$ cat src/rtl/dtg_pkg.sv
package dtg_pkg;
  localparam int unsigned DLY_W_DEF = 8;
  localparam int unsigned NCH_DEF   = 2;
endpackage

$ cat src/rtl/dtg_delay_cnt.sv
module dtg_delay_cnt #(
  parameter int unsigned DW = 8
) (
  input  logic          clk_i,
  input  logic          rst_ni,
  input  logic          load_i,
  input  logic [DW-1:0] load_val_i,
  output logic          expire_o
);
  localparam logic [DW-1:0] ONE = DW'(1);

  logic [DW-1:0] cnt_q;
  logic          busy_q;

  // zero delay is promoted to one cycle of gap
  always_ff @(posedge clk_i or negedge rst_ni) begin
    if (!rst_ni) begin
      cnt_q  <= '0;
      busy_q <= 1'b0;
    end else if (load_i) begin
      cnt_q  <= (load_val_i == '0) ? ONE : load_val_i;
      busy_q <= 1'b1;
    end else if (busy_q) begin
      if (cnt_q == ONE) busy_q <= 1'b0;
      else              cnt_q  <= cnt_q - ONE;
    end
  end

  assign expire_o = busy_q && (cnt_q == ONE);

  p_busy_nonzero_r5: assert property (@(posedge clk_i) disable iff (!rst_ni)
    busy_q |-> (cnt_q != '0));

  p_load_starts_r10: assert property (@(posedge clk_i) disable iff (!rst_ni)
    load_i |=> (busy_q && $past(load_val_i) <= cnt_q || ($past(load_val_i) == '0 && cnt_q == ONE)));
endmodule

$ cat src/rtl/dtg_channel.sv
module dtg_channel #(
  parameter int unsigned DW = 8
) (
  input  logic          clk_i,
  input  logic          rst_ni,
  input  logic          cmd_i,
  input  logic [DW-1:0] hi_dly_i,
  input  logic [DW-1:0] lo_dly_i,
  output logic          hi_o,
  output logic          lo_o
);
  logic          cmd_q;
  logic          reload_q;
  logic          evt;
  logic          expire;
  logic [DW-1:0] sel_dly;

  assign evt     = reload_q | (cmd_i ^ cmd_q);
  assign sel_dly = cmd_i ? hi_dly_i : lo_dly_i;

  dtg_delay_cnt #(.DW(DW)) u_cnt (
    .clk_i      (clk_i),
    .rst_ni     (rst_ni),
    .load_i     (evt),
    .load_val_i (sel_dly),
    .expire_o   (expire)
  );

  always_ff @(posedge clk_i or negedge rst_ni) begin
    if (!rst_ni) begin
      cmd_q    <= 1'b0;
      reload_q <= 1'b1;
      hi_o     <= 1'b0;
      lo_o     <= 1'b0;
    end else begin
      reload_q <= 1'b0;
      if (evt) begin
        // release immediately, restart gap
        cmd_q <= cmd_i;
        hi_o  <= 1'b0;
        lo_o  <= 1'b0;
      end else if (expire) begin
        hi_o <= cmd_q;
        lo_o <= ~cmd_q;
      end
    end
  end

  p_no_overlap_r8: assert property (@(posedge clk_i) disable iff (!rst_ni)
    !(hi_o && lo_o));

  p_hi_release_r2: assert property (@(posedge clk_i) disable iff (!rst_ni)
    !cmd_i |=> !hi_o);

  p_lo_release_r2: assert property (@(posedge clk_i) disable iff (!rst_ni)
    cmd_i |=> !lo_o);

  p_hi_gap_r3: assert property (@(posedge clk_i) disable iff (!rst_ni)
    $rose(hi_o) |-> (!$past(lo_o) && $past(cmd_i)));

  p_lo_gap_r4: assert property (@(posedge clk_i) disable iff (!rst_ni)
    $rose(lo_o) |-> (!$past(hi_o) && !$past(cmd_i)));
endmodule

$ cat src/rtl/nonoverlap_pair_gen.sv
module nonoverlap_pair_gen
  import dtg_pkg::*;
#(
  parameter int unsigned NCH = NCH_DEF,
  parameter int unsigned DW  = DLY_W_DEF
) (
  input  logic              clk_i,
  input  logic              rst_ni,
  input  logic [NCH-1:0]    cmd_i,
  input  logic [NCH*DW-1:0] hi_dly_i,
  input  logic [NCH*DW-1:0] lo_dly_i,
  output logic [NCH-1:0]    hi_o,
  output logic [NCH-1:0]    lo_o
);
  for (genvar c = 0; c < NCH; c++) begin : g_ch
    dtg_channel #(.DW(DW)) u_ch (
      .clk_i    (clk_i),
      .rst_ni   (rst_ni),
      .cmd_i    (cmd_i[c]),
      .hi_dly_i (hi_dly_i[c*DW +: DW]),
      .lo_dly_i (lo_dly_i[c*DW +: DW]),
      .hi_o     (hi_o[c]),
      .lo_o     (lo_o[c])
    );
  end

  p_pairs_disjoint_r8: assert property (@(posedge clk_i) disable iff (!rst_ni)
    (hi_o & lo_o) == '0);
endmodule

$ cat config.mk
export PLATFORM = sky130hd
export DESIGN_NAME = nonoverlap_pair_gen
export DESIGN_NICKNAME = d
export VERILOG_FILES = /design/src/rtl/dtg_pkg.sv /design/src/rtl/dtg_delay_cnt.sv /design/src/rtl/dtg_channel.sv /design/src/rtl/nonoverlap_pair_gen.sv
export SDC_FILE = /design/constraint.sdc
export NUM_CORES = 1
export LEC_CHECK = 0
export BUFFER_PORTS_ARGS = -buffer_cell sky130_fd_sc_hd__buf_2
export CAP_MARGIN = 20
export CORE_UTILIZATION = 41
export CTS_BUF_LIST = sky130_fd_sc_hd__clkbuf_8
export CTS_CLUSTER_DIAMETER = 40
export DETAILED_ROUTE_END_ITERATION = 16
export PLACE_DENSITY_LB_ADDON = 0.05
export REMOVE_ABC_BUFFERS = 1
export SYNTH_ARGS = -nofsm -noshare
export SYNTH_HDL_FRONTEND = slang
export SYNTH_SLANG_ARGS = --single-unit
$ cat constraint.sdc
create_clock -name clk_i -period 2.4 [get_ports clk_i]
set_clock_uncertainty 0.1 [all_clocks]
set_input_delay 0.24 -clock clk_i [delete_from_list [all_inputs] [get_ports clk_i]]
set_output_delay 0.24 -clock clk_i [all_outputs]
set_load 0.02 [all_outputs]
==> out/qor.csv <==
metric;value;unit
coreArea;3770;µm²
path_max_fanout;4;
dr.pass1.iters;4;
wl;3860;µm
yosysTopAreaCell;dfrtp_1;
io_buffers;39;
ys_types;45;
setup.worst_path.end_class;register;
rsz0062_at_grt;false;
drv_cap;0;
setup-tns-final;0;ps
final_core_util;50.8;%
drc;0;
ant_nets;0;
synth_seq_cells;25;
cp.required;2500;ps
dieArea;4300;µm²
crit_buf_inv;1;
worstSetupPathType;reg -> reg;
final_cell_area;1920;µm²
num_vias;1436;
drt-met1-wl;1960;µm
placementRows;22;
start_kind;register;
powerDensity;534;nW/µm²
grt_use_total;20.3;%
gp_congestion;0.810;
highest_layer;met4;
layout_setup_ws;459;ps
dieHeight;65.6;µm
cp.depth;6;
cts-hold-fix-buffers;1;
drv_slew;0;
cts_tree;built;
met2_length;1760;µm
final_cell_mix;39 x buf_2, 24 x dfrtp_1, 18 x a211oi_1, 12 x mux2i_1, 12 x a21oi_1;
grt_pass1_wl;6670;µm
r2r-start;g_ch[1].u_ch.u_cnt.cnt_q[1];
antenna_found_initial;0;
grt_pass1_vias;1408;
netlist_area;1660;µm²
regToRegEndpoint;g_ch[1].u_ch.u_cnt.cnt_q[1];
status;finished, final reports clean;
min_from;cmd_i[0];
io_pins;40;
crit_slowest_cell;or3b_1;
layout-drive-gt1-share;25.7;%
grt_max_degree;26;
cts.repair.resized;0;
fin_crit_sh;80.9;%
pre_cts_slack;476;ps
cts-root-buf;clkbuf_8;
worstPathCellList;inv_1, ha_1, or3b_1, o21ai_2, mux2_1, mux2i_1;
min-delay-path-class;in -> reg;
dr.first_iter.drc_count;173;
finalHoldWorstSlack;143;ps
min_period;1940;ps
fmaxAchievable;0.515;GHz
mostFrequentLayoutCell;buf_2;
power.leakage;0.816;nW
r2r_cells;6;
clock-sinks;25;
worst_pin_slew;583;ps
max-vdd-ir-drop;0.000205;V
area_delta_synth_final;15.6;%
placed_area;1860;µm²
path_delay_family;multiplexers;
synth_top_area_share;36.3;%
hold_viol_final;0;
power;1.02;mW
reg2reg_slack;460;ps
yosysWarnings;0;
endpoint;g_ch[1].u_ch.u_cnt.cnt_q[1];
cts_buffer_depth;2;
avgSynthCellArea;9.63;µm²
cp.arrival;2040;ps
insertion_delay;270;ps
start_util;43.9;%
relSlewSlack;61.1;%
met3WireLength;101;µm
seq_area_frac_synth;37.8;%
cts_buffers;3;
dpl.hpwl;2930;µm
final_nets;247;
diodes;0;
dp.cells;249;
yosys-top-cells-area;dfrtp_1 36%, a211oi_1 8.2%, mux2i_1 7.3%;
setup_violations;0;
via_per_inst;5.65;
clkSlewWorstSetupHoldPaths;90;ps
fp.dieW;65.6;µm
finalNonFillerCells;254;
fillCellCount;342;
syn_inst;172;
h-tree-depth;1;
avgRoutedWirePerCell;15.2;µm
startpoint;g_ch[1].u_ch.u_cnt.cnt_q[1];
gr-total-overflow;0;
cts_setup_buffers;0;
cpPeakStageDelay;400;ps
-- final cells by class --
cell class | instances | area, µm² | area share (%)
multi-input combinational | 128 | 933 | 48.7
sequential | 25 | 627 | 32.7
timing repair buffer | 43 | 228 | 11.9
tap | 48 | 60.1 | 3.14
clock buffer | 3 | 41.3 | 2.16
inverter | 6 | 22.5 | 1.18
clock inverter | 1 | 3.75 | 0.196
-- layer usage --
metal	global-route usage (%)	vias to the layer above
li1	-	697
met1	28.2	703
met2	33.2	32
met3	2.43	4
met4	4.89	0
met5	0	-
-- worst reg2reg max path: stages (launching register included) --
cell and delay (ps):
dfrtp_1 380, inv_1 90, ha_1 200, or3b_1 400, o21ai_2 220, mux2_1 350, mux2i_1 120
-- cell families after synthesis --
logic type / synth area share, %
adder cells (fa/ha/maj): 3.02
XOR/XNOR: 3.70
AND/OR/NAND/NOR: 22.9
other: 0.226
AO/OA/AOI/OAI: 18.6
multiplexers: 7.93
buffers and inverters: 5.82
flip-flops: 37.8
-- flip-flops by register name (all words and copies together) (netlist names) --
register	flops
g_ch.u_ch.hi_o	2
g_ch.u_ch.u_cnt.cnt_q	16
g_ch.u_ch.reload_q	1
g_ch.u_ch.u_cnt.busy_q	2
g_ch.u_ch.lo_o	2
g_ch.u_ch.cmd_q	2
-- cells in the mapped netlist (all sizes together) --
master / number
or4b: 1
xnor2: 6
o31ai: 1
a311oi: 1
nor3b: 3
dfrtp: 24
a31oi: 3
o21ai: 3
o31a: 1
nor2b: 11
dfstp: 1
or3b: 2
mux2i: 12
nand4: 1
a21bo: 1
nor2: 9
a211oi: 18
nor3: 4
clkbuf: 6
a21oi: 12
nor4b: 1
xor2: 1
o32ai: 1
or4: 4
a22oi: 1
mux2: 1
o221ai: 1
nand3: 3
buf: 7
a21boi: 2
ha: 4
conb: 1
inv: 6
nand2b: 4
nand2: 5
or2: 2
nor4: 8
-- power by group --
part | total, mW | internal [mW] | switching (mW)
clock | 0.255 | 0.115 | 0.140
combinational | 0.247 | 0.116 | 0.131
sequential | 0.520 | 0.462 | 0.0586
total | 1.02 | 0.692 | 0.330
-- worst min-delay path by stage --
stage | endpoint | slack, ps | depth (start not counted)
after floorplan | g_ch[0].u_ch.cmd_q | -160 | 0
final | g_ch[0].u_ch.cmd_q | 140 | 1
after CTS | g_ch[0].u_ch.cmd_q | 140 | 1
after detailed placement | g_ch[1].u_ch.u_cnt.cnt_q[4] | 190 | 1
after global placement | g_ch[1].u_ch.u_cnt.cnt_q[7] | 170 | 1
after global routing | g_ch[0].u_ch.cmd_q | 160 | 1
No activity file was read; power rests on OpenSTA's default activity.
